--- config.mk ---
export PLATFORM = sky130hd
export DESIGN_NAME = hsclk_mode_reg
export DESIGN_NICKNAME = d
export VERILOG_FILES = /design/src/rtl/hsclk_pkg.sv /design/src/rtl/hsclk_field_ctl.sv /design/src/rtl/hsclk_stall_timer.sv /design/src/rtl/hsclk_mode_reg.sv
export SDC_FILE = /design/constraint.sdc
export NUM_CORES = 1
export LEC_CHECK = 0
export ABC_AREA = 1
export BUFFER_PORTS_ARGS = -buffer_cell sky130_fd_sc_hd__buf_2
export CORE_AREA = 2 2 48 50
export DETAILED_ROUTE_END_ITERATION = 12
export DIE_AREA = 0 0 50 52
export HOLD_SLACK_MARGIN = 0.06
export PLACE_DENSITY = 0.74
export SYNTH_ARGS = -nofsm -noshare
export SYNTH_HDL_FRONTEND = slang
export SYNTH_SLANG_ARGS = --single-unit
--- constraint.sdc ---
create_clock -name clk -period 1.7 [get_ports clk]
set_input_delay 0.17 -clock clk [delete_from_list [all_inputs] [get_ports clk]]
set_output_delay 0.17 -clock clk [all_outputs]
set_load 0.005 [all_outputs]
--- src/rtl/hsclk_pkg.sv ---
package hsclk_pkg;

    typedef enum logic [1:0] {
        PIN_PORT      = 2'd0,
        PIN_RESONATOR = 2'd1,
        PIN_EXTCLK    = 2'd2
    } hs_pin_mode_e;

    // Register image; bit positions are fixed by software decoding.
    typedef struct packed {
        logic       ext_sel;   // bit 7
        logic       osc_sel;   // bit 6
        logic [1:0] sub_stat;  // bits 5..4
        logic [2:0] rsvd;      // bits 3..1
        logic       gain;      // bit 0
    } mode_reg_t;

    function automatic hs_pin_mode_e decode_pins(input logic ext_sel, input logic osc_sel);
        if (!osc_sel)
            return PIN_PORT;
        else if (ext_sel)
            return PIN_EXTCLK;
        else
            return PIN_RESONATOR;
    endfunction

    // Ceiling of clock cycles needed to cover a time in nanoseconds.
    function automatic int stall_cycles(input longint ref_hz, input longint stall_ns);
        longint prod;
        prod = ref_hz * stall_ns;
        return int'((prod + 64'd999_999_999) / 64'd1_000_000_000);
    endfunction

endpackage

--- src/rtl/hsclk_field_ctl.sv ---
module hsclk_field_ctl (
    input  logic clk,
    input  logic rst,
    input  logic wr_hit,
    input  logic w_ext,
    input  logic w_osc,
    input  logic w_gain,
    input  logic main_osc_off,
    output logic ext_q,
    output logic osc_q,
    output logic gain_q,
    output logic gain_set
);

    logic gain_lock;

    // Gain field is open only for the first register write after reset.
    assign gain_set = wr_hit & ~gain_lock & w_gain & ~gain_q;

    always_ff @(posedge clk) begin
        if (rst) begin
            ext_q     <= 1'b0;
            osc_q     <= 1'b0;
            gain_q    <= 1'b0;
            gain_lock <= 1'b0;
        end else if (wr_hit) begin
            if (main_osc_off) begin
                ext_q <= w_ext;
                osc_q <= w_osc;
            end
            if (!gain_lock) begin
                gain_q    <= w_gain;
                gain_lock <= 1'b1;
            end
        end
    end

endmodule

--- src/rtl/hsclk_stall_timer.sv ---
module hsclk_stall_timer #(
    parameter int LEN = 250
) (
    input  logic clk,
    input  logic rst,
    input  logic load,
    output logic run_en
);

    localparam int CW = $clog2(LEN + 1);

    logic [CW-1:0] cnt;

    always_ff @(posedge clk) begin
        if (rst)
            cnt <= '0;
        else if (load)
            cnt <= CW'(LEN);
        else if (cnt != '0)
            cnt <= cnt - 1'b1;
    end

    assign run_en = (cnt == '0);

endmodule

--- src/rtl/hsclk_mode_reg.sv ---
module hsclk_mode_reg
    import hsclk_pkg::*;
#(
    parameter int              ADDR_W     = 16,
    parameter logic [ADDR_W-1:0] REG_ADDR = 16'hFF9F,
    parameter longint          REF_CLK_HZ = 50_000_000,
    parameter longint          STALL_NS   = 5000
) (
    input  logic              clk,
    input  logic              rst,
    input  logic [ADDR_W-1:0] bus_addr,
    input  logic              bus_we,
    input  logic [7:0]        bus_wdata,
    output logic [7:0]        bus_rdata,
    input  logic              main_osc_off,
    input  logic              stop_exit,
    input  logic              cpu_on_xtal,
    input  logic [1:0]        sub_pin_mode,
    output logic [1:0]        hs_pin_mode,
    output logic              gain_high,
    output logic              cpu_clk_en
);

    localparam int STALL_CYCLES = stall_cycles(REF_CLK_HZ, STALL_NS);

    mode_reg_t wr_img;
    mode_reg_t rd_img;
    logic      addr_hit;
    logic      wr_hit;
    logic      ext_q, osc_q, gain_q;
    logic      gain_set;
    logic      stop_stall;
    logic      stall_load;

    assign wr_img   = mode_reg_t'(bus_wdata);
    assign addr_hit = (bus_addr == REG_ADDR);
    assign wr_hit   = bus_we & addr_hit;

    hsclk_field_ctl u_fields (
        .clk          (clk),
        .rst          (rst),
        .wr_hit       (wr_hit),
        .w_ext        (wr_img.ext_sel),
        .w_osc        (wr_img.osc_sel),
        .w_gain       (wr_img.gain),
        .main_osc_off (main_osc_off),
        .ext_q        (ext_q),
        .osc_q        (osc_q),
        .gain_q       (gain_q),
        .gain_set     (gain_set)
    );

    assign stop_stall = stop_exit & gain_q & ~cpu_on_xtal;
    assign stall_load = gain_set | stop_stall;

    hsclk_stall_timer #(.LEN(STALL_CYCLES)) u_stall (
        .clk    (clk),
        .rst    (rst),
        .load   (stall_load),
        .run_en (cpu_clk_en)
    );

    always_comb begin
        rd_img.ext_sel  = ext_q;
        rd_img.osc_sel  = osc_q;
        rd_img.sub_stat = sub_pin_mode;
        rd_img.rsvd     = '0;
        rd_img.gain     = gain_q;
    end

    assign bus_rdata   = addr_hit ? 8'(rd_img) : 8'h00;
    assign hs_pin_mode = 2'(decode_pins(ext_q, osc_q));
    assign gain_high   = gain_q;

endmodule

==> out/qor.yml, run 1 <==
status: "finished, final reports clean"
synth_seq_cells: 12
ff2ff_setup_slack_ns: 0.23
cts_buffer_depth: 2
clockPowerShare: 0.128
r2r_start: "u_stall.cnt[0]$_SDFFE_PP0N_"
design_area_um2: 1070
die_w_um: 50
rows: 17
p_int_w: 0.000744
synthDistinctLibCells: 20
syn_to_final_growth_pct: 25.4
cts_tree: "built"
first_pass_iters: 4
slowest_stage: "dfxtp_1"
finalCriticalPeriod_ns: 1.54
htree_levels: 1
hp-class: "in -> reg"
finalCritPeriodShare: 0.905
critPathTopFamily: "flip-flops"
boundaryPins: 44
clkSlewWorstSetupHoldPaths_ns: 0.07
vias_per_cell: 4.49
crit_chain: "inv_1, ha_1, nand3_1, nor2_4, buf_2"
rr_worst_depth: 9
ant_nets: 0
hold_viol: 0
postLayoutCoreUtil: 0.510
clock_sinks: 12
post-cts-setup-buffers: 0
path_class: "reg -> out"
core_area_um2: 2110
finalSetupTns_ns: 0
fin_nets: 213
cp-start-kind: "flip-flop"
place_congestion: 0.761
slowest_delay_ns: 0.32
finalMaxSlewViolations: 0
yosysWarnings: 0
p_per_area_nw_per_um2: 1220
p_seq_frac: 0.317
layout_commonest_cell: "buf_2"
min_to: "u_fields.gain_lock$_SDFFE_PP0N_"
cts_resized: 0
grtUsageTotal: 0.149
p_switching_w: 0.000561
power.share.switching: 0.430
grt_pass1_vias: 807
grt_max_degree: 10
via_count: 920
hold_start: "rst"
syn-cell-area_um2: 856
synth-seq-area-share: 0.281
drive_above_1_share: 0.249
drt_iter0_markers: 14
cap_viol_max_count: 0
clockRootBuffer: "clkbuf_4"
end_kind: "output port"
wl_per_cell_um: 8.55
dp_hpwl_um: 1490
grt_pass1_wl_um: 2980
grt_overflow_total: 0
pwr-share-comb: 0.555
clk_latency_ns: 0.27
r2r_end: "u_stall.cnt[1]$_SDFFE_PP0P_"
antenna_found_initial: 0
holdPathStages: 2
timing.final.ws_setup_ns: 0.162
placed_area_um2: 1050
numCtsBuffers: 3
fin_skew_ns: 0.00370
final_cell_mix: "35 x buf_2, 34 x inv_1, 27 x nand2_1"
postSynthAreaPerCell_um2: 6.11
crit_fanout: 6
syn_inst: 140
crit_required_ns: 1.53
whs_ns: 0.0879
start_util: 0.406
rsz0062_at_grt: "no"
place_ws_ns: 0.258
cts.hold.buffers_added: 0
finalSetupViolations: 0
drt-total-wl_um: 1750
cp_num_buf_inv: 2
max_clock_freq_mhz: 650
io_buffers: 35
dieArea_um2: 2600
vdd_drop_max_uv: 497
crit_arrival_ns: 1.37
total_leakage_power_nw: 0.632
drc: 0
diodes: 0
dieHeight_um: 52
## power groups by stage
stage          Clock (W)  Sequential (W)  Combinational [W]
6_report        0.000167        0.000414           0.000725
5_1_grt         0.000182        0.000422           0.000854
4_1_cts         0.000171        0.000414           0.000728
3_5_place_dp           0        0.000420           0.000722
3_3_place_gp           0        0.000419           0.000709
2_1_floorplan          0        0.000410           0.000590
## worst max path at each step
stage | startpoint | end | slack (ns) | depth (start not counted)
after global placement | u_stall.cnt[0]$_SDFFE_PP0N_ | u_stall.cnt[1]$_SDFFE_PP0P_ | 0.26 | 9
after global routing | u_stall.cnt[0]$_SDFFE_PP0N_ | cpu_clk_en | 0.04 | 5
final | u_stall.cnt[0]$_SDFFE_PP0N_ | cpu_clk_en | 0.16 | 5
after detailed placement | u_stall.cnt[0]$_SDFFE_PP0N_ | u_stall.cnt[1]$_SDFFE_PP0P_ | 0.26 | 9
after CTS | u_stall.cnt[0]$_SDFFE_PP0N_ | cpu_clk_en | 0.15 | 5
after floorplan | u_stall.cnt[0]$_SDFFE_PP0N_ | u_stall.cnt[1]$_SDFFE_PP0P_ | 0.37 | 9
## worst reg2reg max path: cells and delay by family (launching register included)
kind | cells | cell delay (ns)
adder cells (fa/ha/maj) | 1 | 0.17
AND/OR/NAND/NOR | 4 | 0.47
AO/OA/AOI/OAI | 1 | 0.13
buffers and inverters | 3 | 0.28
flip-flops | 1 | 0.32
## kinds of logic (layout without fill, tap and decap cells)
family          count (synthesis)  count (layout)  synth area share
compound gates                 13              13            0.0760
xor+xnor                        1               1            0.0102
fa+ha+maj                       2               2            0.0292
buf+inv                        39              74             0.184
flops                          12              12             0.281
other cells                     1               3           0.00438
simple gates                   72              72             0.415
## metal layers
metal | global-route usage | wire [um] | part of all wire
met5 | 0 | 0 | 0
met4 | 0.0833 | 12 | 0.0068
met3 | 0.0316 | 94 | 0.054
met2 | 0.274 | 897 | 0.51
met1 | 0.155 | 749 | 0.43
## sequential cells by signal (all words and copies together), names as in the netlist
| register | flops |
|---|---|
| u_fields.gain_lock | 1 |
| u_stall.cnt | 8 |
| u_fields.osc_q | 1 |
| u_fields.ext_q | 1 |
| u_fields.gain_q | 1 |
## synthesized netlist by cell type
master | instances | area (um^2)
nor2_4 | 3 | 33.8
ha_1 | 2 | 25.0
nand3_1 | 16 | 80.1
clkinv_1 | 1 | 3.75
nand4_4 | 1 | 21.3
o21ai_1 | 1 | 5.00
inv_1 | 34 | 128
o21ai_0 | 7 | 35.0
a21oi_1 | 5 | 25.0
xor2_1 | 1 | 8.76
buf_4 | 3 | 22.5
nor4_1 | 1 | 6.26
nand3_2 | 1 | 10.0
nand3b_1 | 1 | 7.51
inv_2 | 1 | 3.75
dfxtp_1 | 12 | 240
nand2_1 | 27 | 101
conb_1 | 1 | 3.75
nor2_1 | 17 | 63.8
nand4_1 | 5 | 31.3
## final cells by class
type	count	area [um^2]
fillers	222	1030
multi-input cells	91	465
flip-flops and latches	12	240
repair buffers	35	175
inverters	36	135
well taps	28	35.0
clock buffers	3	22.5
## stage by stage
| stage | power [W] | instances |
|---|---|---|
| 2_1_floorplan | 0.00100 | 142 |
| 3_3_place_gp | 0.00113 | 202 |
| 3_5_place_dp | 0.00114 | 202 |
| 4_1_cts | 0.00131 | 205 |
| 5_1_grt | 0.00146 | 205 |
| 6_report | 0.00131 | 205 |
(Power assumes the default switching activity.)
==> run 2: changes to the inputs <==
==> constraint.sdc (replaced) <==
create_clock -name clk -period 1.7 [get_ports clk]
set_input_delay 0.17 -clock clk [delete_from_list [all_inputs] [get_ports clk]]
set_output_delay 0.17 -clock clk [all_outputs]
set_load 0.1 [all_outputs]
==> out/qor.yml, run 2 (synthesis gave the netlist of run 1 again) <==
cp-start-kind: "input port"  # was flip-flop
cts_buffer_depth: 2  # unchanged
path_class: "in -> out"  # was reg -> out
finalMaxSlewViolations: 0  # unchanged
diodes: 0  # unchanged
fin_nets: 213  # unchanged
grt_overflow_total: 0  # unchanged
clock_sinks: 12  # unchanged
finalSetupViolations: 0  # unchanged
slowest_delay_ns: 0.26  # was 0.32 ns
status: "finished, final reports clean"  # unchanged
core_area_um2: 2110  # unchanged
antenna_found_initial: 0  # unchanged
finalSetupTns_ns: 0  # unchanged
place_congestion: 0.822  # was 0.761
hold_start: "rst"  # unchanged
drc: 0  # unchanged
crit_chain: "buf_2, inv_1, nor2_1, nand3_1, nor4_1, inv_1, nor2_1, buf_12"  # was inv_1, ha_1, nand3_1, nor2_4, buf_2
whs_ns: 0.0936  # was 0.0879 ns
total_leakage_power_nw: 0.652  # was 0.632 nW
hold_viol: 0  # unchanged
cap_viol_max_count: 0  # unchanged
vdd_drop_max_uv: 855  # was 497 uV
cts.hold.buffers_added: 0  # unchanged
regMostFlops: "u_stall.cnt"  # unchanged
largest_reg_flops: 8  # unchanged
crit_required_ns: 1.53  # about the same
dp_hpwl_um: 1590  # was 1490 um
layout.cells.non_filler: 205  # unchanged
fin_skew_ns: 0.000350  # was 0.00370 ns
start_util: 0.406  # unchanged
dieHeight_um: 52  # unchanged
vias_per_cell: 4.70  # was 4.49
grt_pass1_vias: 903  # was 807
ant_nets: 0  # unchanged
die_w_um: 50  # unchanged
end_kind: "output port"  # unchanged
drt-total-wl_um: 1830  # was 1750 um
slowest_stage: "nor4_1"  # was dfxtp_1
post-cts-setup-buffers: 0  # unchanged
max_clock_freq_mhz: 668  # was 650 MHz
dieArea_um2: 2600  # unchanged
syn_to_final_growth_pct: 40.1  # was 25.4%
cts_resized: 0  # unchanged
rsz0062_at_grt: "no"  # unchanged
grtUsageTotal: 0.168  # was 0.149
crit_fanout: 5  # was 6
fillers: 211  # was 222
crit_arrival_ns: 1.33  # was 1.37 ns
clkSlewWorstSetupHoldPaths_ns: 0.07  # about the same
holdPathStages: 2  # unchanged
rows: 17  # unchanged
r2r_end: "u_stall.cnt[4]$_SDFFE_PP0P_"  # was u_stall.cnt[1]$_SDFFE_PP0P_
clockRootBuffer: "clkbuf_4"  # unchanged
wl_per_cell_um: 8.95  # was 8.55 um
placed_area_um2: 1180  # was 1050 um^2
drive_above_1_share: 0.277  # was 0.249
cts_tree: "built"  # unchanged
drt_iter0_markers: 22  # was 14
htree_levels: 1  # unchanged
finalCriticalPeriod_ns: 1.50  # was 1.54 ns
io_buffers: 35  # unchanged
grt_pass1_wl_um: 3380  # was 2980 um
r2r_start: "u_stall.cnt[0]$_SDFFE_PP0N_"  # unchanged
min_to: "u_fields.gain_q$_SDFFE_PP0P_"  # was u_fields.gain_lock$_SDFFE_PP0N_
rr_worst_depth: 10  # was 9
clk_latency_ns: 0.27  # about the same
layout_commonest_cell: "inv_1"  # was buf_2
final_cell_mix: "33 x inv_1, 29 x buf_2, 27 x nand2_1"  # was 35 x buf_2, 34 x inv_1, 27 x nand2_1
boundaryPins: 44  # unchanged
ff2ff_setup_slack_ns: 0.33  # was 0.23 ns
dp.cells: 202  # unchanged
design_area_um2: 1200  # was 1070 um^2
via_count: 963  # was 920
postLayoutCoreUtil: 0.569  # was 0.510
hp-class: "in -> reg"  # unchanged
grt_max_degree: 10  # unchanged
numCtsBuffers: 3  # unchanged
p_per_area_nw_per_um2: 1320  # was 1220 nW/um^2
finalCritPeriodShare: 0.880  # was 0.905
first_pass_iters: 4  # unchanged
## run 2: cell counts in the layout (fill, tap and decap cells not counted)
Identical to the previous run, type by type.
## run 2: metal layers
layer	up-vias	global-route usage	share of wire
met5	-	0	0
met4	0	0.0926	0.018
met2	23	0.303	0.51
li1	499	-	-
met3	4	0.0345	0.041
met1	437	0.184	0.43
## run 2: per-stage QoR
step	worst slack (ns)	power (W)
3_3_place_gp	0.262	0.00139
5_1_grt	0.140	0.00172
4_1_cts	0.196	0.00159
3_5_place_dp	0.212	0.00142
2_1_floorplan	-0.414	0.00121
6_report	0.203	0.00158
## run 2: critical path: cells and delay by family
kind                   cells  cell delay [ns]
buffers and inverters      4             0.51
AND/OR/NAND/NOR            4             0.64
## run 2: power breakdown
part           switching, W  total (W)  internal (W)
Combinational      0.000613   0.000992      0.000379
Sequential        0.0000562   0.000418      0.000362
Clock             0.0000844   0.000166     0.0000819
## run 2: final cells by class
type | instances | area [um^2] | share of cell area
Tap cell | 28 | 35.0 | 0.0292
Timing Repair Buffer | 35 | 265 | 0.221
Inverter | 36 | 135 | 0.113
Multi-Input combinational cell | 91 | 500 | 0.418
Sequential cell | 12 | 240 | 0.200
Clock buffer | 3 | 22.5 | 0.0188
## run 2: worst max-delay path by stage
stage | from | to | slack (ns) | depth (start not counted)
floorplan | bus_addr[7] | bus_rdata[4] | -0.41 | 6
global placement | bus_addr[6] | bus_rdata[7] | 0.26 | 7
detailed placement | bus_addr[6] | bus_rdata[5] | 0.21 | 7
CTS | bus_addr[6] | bus_rdata[5] | 0.20 | 7
global route | bus_addr[7] | bus_rdata[5] | 0.14 | 8
finish | bus_addr[7] | bus_rdata[5] | 0.20 | 8
==> run 3: changes to the inputs <==
--- a/config.mk
+++ b/config.mk
@@ -7,11 +7,12 @@
 export LEC_CHECK = 0
 export ABC_AREA = 1
 export BUFFER_PORTS_ARGS = -buffer_cell sky130_fd_sc_hd__buf_2
-export CORE_AREA = 2 2 48 50
+export CORE_AREA = 2 2 47 49
 export DETAILED_ROUTE_END_ITERATION = 12
-export DIE_AREA = 0 0 50 52
+export DIE_AREA = 0 0 49 51
 export HOLD_SLACK_MARGIN = 0.06
-export PLACE_DENSITY = 0.74
+export PLACE_DENSITY = 0.75
 export SYNTH_ARGS = -nofsm -noshare
 export SYNTH_HDL_FRONTEND = slang
+export SYNTH_HIERARCHICAL = 1
 export SYNTH_SLANG_ARGS = --single-unit
==> out/qor.yml, run 3 <==
status: "finished, final reports clean"  # unchanged
vdd_drop_max_uv: 2140  # was 855 uV
die_w_um: 49  # was 50 um
drive_above_1_share: 0.421  # was 0.277
drt_iter0_markers: 8  # was 22
yosysWarnings: 6  # was 0
cts.hold.buffers_added: 0  # unchanged
vias_per_cell: 4.58  # was 4.70
r2r_end: "u_stall/cnt[1]$_SDFFE_PP0P_"  # was u_stall.cnt[4]$_SDFFE_PP0P_
clockPowerShare: 0.096  # was 0.106
synth_seq_cells: 12  # unchanged
syn_to_final_growth_pct: 33.7  # was 40.1%
max_clock_freq_mhz: 615  # was 668 MHz
first_pass_iters: 4  # unchanged
antenna_found_initial: 0  # unchanged
slowest_stage: "dfxtp_1"  # was nor4_1
r2r_start: "u_stall/cnt[0]$_SDFFE_PP0P_"  # was u_stall.cnt[0]$_SDFFE_PP0N_
holdPathStages: 3  # was 2
layout.cells.non_filler: 192  # was 205
clk_latency_ns: 0.27  # about the same
synth-seq-area-share: 0.292  # was 0.281
timing.final.ws_setup_ns: 0.0748  # was 0.203 ns
grt_overflow_total: 0  # unchanged
htree_levels: 1  # unchanged
crit_required_ns: 1.53  # about the same
ys_top_cells_by_count: "25 x nand2_1, 20 x inv_1, 13 x nor2_1, 12 x dfxtp_1, 11 x nand3_1"  # was 34 x inv_1, 27 x nand2_1, 17 x nor2_1, 16 x nand3_1, 12 x dfxtp_1
synth_top_cell_by_area: "dfxtp_1"  # unchanged
end_kind: "output port"  # unchanged
grt_pass1_wl_um: 3020  # was 3380 um
cts_tree: "built"  # unchanged
clkSlewWorstSetupHoldPaths_ns: 0.07  # about the same
synthDistinctLibCells: 23  # was 20
rr_worst_depth: 9  # was 10
crit_arrival_ns: 1.46  # was 1.33 ns
io_buffers: 35  # unchanged
fin_nets: 199  # was 213
p_per_area_nw_per_um2: 1580  # was 1320 nW/um^2
clock_sinks: 12  # unchanged
synth.most_common_cell: "nand2_1"  # was inv_1
power.share.switching: 0.498  # was 0.478
netlist.area_leader.share: 0.292  # was 0.281
total_leakage_power_nw: 0.576  # was 0.652 nW
fin_skew_ns: 0.000361  # was 0.000350 ns
dp.cells: 188  # was 202
start_util: 0.399  # was 0.406
regMostFlops: "u_stall/cnt"  # was u_stall.cnt
cp_num_buf_inv: 3  # was 4
hp-class: "in -> reg"  # unchanged
postSynthAreaPerCell_um2: 6.64  # was 6.11 um^2
pwr-share-comb: 0.638  # was 0.629
numCtsBuffers: 3  # unchanged
dieHeight_um: 51  # was 52 um
diodes: 0  # unchanged
ff2ff_setup_slack_ns: 0.42  # was 0.33 ns
critPathTopFamily: "buffers and inverters"  # was simple AND/OR/NAND/NOR gates
crit_path_frequent_cell: "inv_2"
layout_commonest_cell: "buf_2"  # was inv_1
placed_area_um2: 1060  # was 1180 um^2
final_cell_mix: "34 x buf_2, 25 x nand2_1, 19 x inv_1"  # was 33 x inv_1, 29 x buf_2, 27 x nand2_1
grt_pass1_vias: 799  # was 903
drt-total-wl_um: 1710  # was 1830 um
place_congestion: 0.896  # was 0.822
grtUsageTotal: 0.150  # was 0.168
drc: 0  # unchanged
hold_viol: 0  # unchanged
p_seq_frac: 0.266  # was 0.265
ys.flop_type: "dfxtp_1"  # unchanged
p_int_w: 0.000872  # was 0.000823 W
clockRootBuffer: "clkbuf_4"  # unchanged
boundaryPins: 44  # unchanged
dp_hpwl_um: 1420  # was 1590 um
synth_edf_count: 0  # unchanged
hold_start: "bus_wdata[7]"  # was rst
finalMaxSlewViolations: 0  # unchanged
rows: 17  # unchanged
synth.area.top_cells: "dfxtp_1 29%, nand2_1 11%, inv_1 9.1%, nor3_2 7.3%, nand3_1 6.7%"  # was dfxtp_1 28%, inv_1 15%, nand2_1 12%, nand3_1 9.4%, nor2_1 7.5%
fillers: 202  # was 211
core_area_um2: 2060  # was 2110 um^2
synthArstFlopShare: 0  # unchanged
ant_nets: 0  # unchanged
cts_buffer_depth: 2  # unchanged
via_count: 880  # was 963
finalCriticalPeriod_ns: 1.63  # was 1.50 ns
slowest_delay_ns: 0.33  # was 0.26 ns
largest_reg_flops: 8  # unchanged
place_ws_ns: 0.177  # was 0.212 ns
cp-start-kind: "flip-flop"  # was input port
syn_inst: 124  # was 140
rsz0062_at_grt: "no"  # unchanged
path_class: "reg -> out"  # was in -> out
finalSetupViolations: 0  # unchanged
wl_per_cell_um: 8.92  # was 8.95 um
grt_max_degree: 11  # was 10
design_area_um2: 1100  # was 1200 um^2
p_switching_w: 0.000865  # was 0.000753 W
finalCritPeriodShare: 0.956  # was 0.880
min_to: "u_fields/ext_q$_SDFFE_PP0P_"  # was u_fields.gain_q$_SDFFE_PP0P_
crit_chain: "inv_2, ha_4, nand2_2, nor2_4, nand2_4, inv_2, buf_12"  # was buf_2, inv_1, nor2_1, nand3_1, nor4_1, inv_1, nor2_1, buf_12
dieArea_um2: 2500  # was 2600 um^2
cap_viol_max_count: 0  # unchanged
syn-cell-area_um2: 823  # was 856 um^2
crit_fanout: 6  # was 5
[run 3: timing repair]
item | CTS | global route
gates resized for setup | 2 | 1
buffers inserted | 0 | 1
pin swaps | 0 | 1
endpoints found under the setup margin | 1 | 1
[run 3: layout make-up]
cell class | count | area (um^2) | share of cell area
multi-input cells | 89 | 507 | 0.460
clock buffers | 3 | 22.5 | 0.0205
flip-flops and latches | 12 | 241 | 0.219
inverters | 22 | 82.6 | 0.0750
repair buffers | 38 | 213 | 0.193
well taps | 28 | 35.0 | 0.0318
[run 3: kinds of logic (layout without fill, tap and decap cells)]
group | Yosys count | count (layout) | synth area share
adder cells (fa/ha/maj) | 1 | 1 | 0.0152
buffers and inverters | 25 | 63 | 0.128
flip-flops | 12 | 12 | 0.292
AO/OA/AOI/OAI | 12 | 12 | 0.0775
AND/OR/NAND/NOR | 73 | 73 | 0.483
other | 1 | 3 | 0.00455
[run 3: power by group through the flow]
stage	Clock (W)	Combinational, W	Sequential (W)
after floorplan	0	0.000819	0.000448
after global placement	0	0.00102	0.000462
after detailed placement	0	0.00105	0.000464
after CTS	0.000176	0.00106	0.000462
after global routing	0.000185	0.00124	0.000476
final	0.000166	0.00111	0.000462
[run 3: tightest hold or removal path, stage by stage]
cell and delay [ns]:
buf_2 0.10, nand3_1 0.06, a21oi_1 0.06
[run 3: per-stage QoR]
step | total power [W] | utilization | setup TNS (ns) | hold slack, ns
3_5_place_dp | 0.00151 | 0.513 | 0 | 0.442
2_1_floorplan | 0.00127 | - | -0.637 | 0.232
4_1_cts | 0.00170 | 0.525 | 0 | 0.163
5_1_grt | 0.00190 | 0.534 | 0 | 0.176
6_report | 0.00174 | 0.534 | 0 | 0.165
3_3_place_gp | 0.00149 | 0.513 | 0 | 0.432
[run 3: how the worst max path moves through the flow]
stage | start | cells past startpoint | end
2_1_floorplan | bus_addr[5] | 5 | bus_rdata[4]
3_5_place_dp | bus_addr[14] | 12 | u_stall/cnt[1]$_SDFFE_PP0P_
5_1_grt | u_stall/cnt[0]$_SDFFE_PP0P_ | 7 | cpu_clk_en
6_report | u_stall/cnt[0]$_SDFFE_PP0P_ | 7 | cpu_clk_en
3_3_place_gp | bus_addr[14] | 12 | u_stall/cnt[1]$_SDFFE_PP0P_
4_1_cts | u_stall/cnt[0]$_SDFFE_PP0P_ | 7 | cpu_clk_en
[run 3: routing by layer]
layer / vias up / wire length, um / global-route usage
li1: 462 / - / -
met1: 371 / 712 / 0.154
met2: 45 / 777 / 0.292
met3: 2 / 195 / 0.0380
met4: 0 / 26 / 0.0571
met5: - / 0 / 0
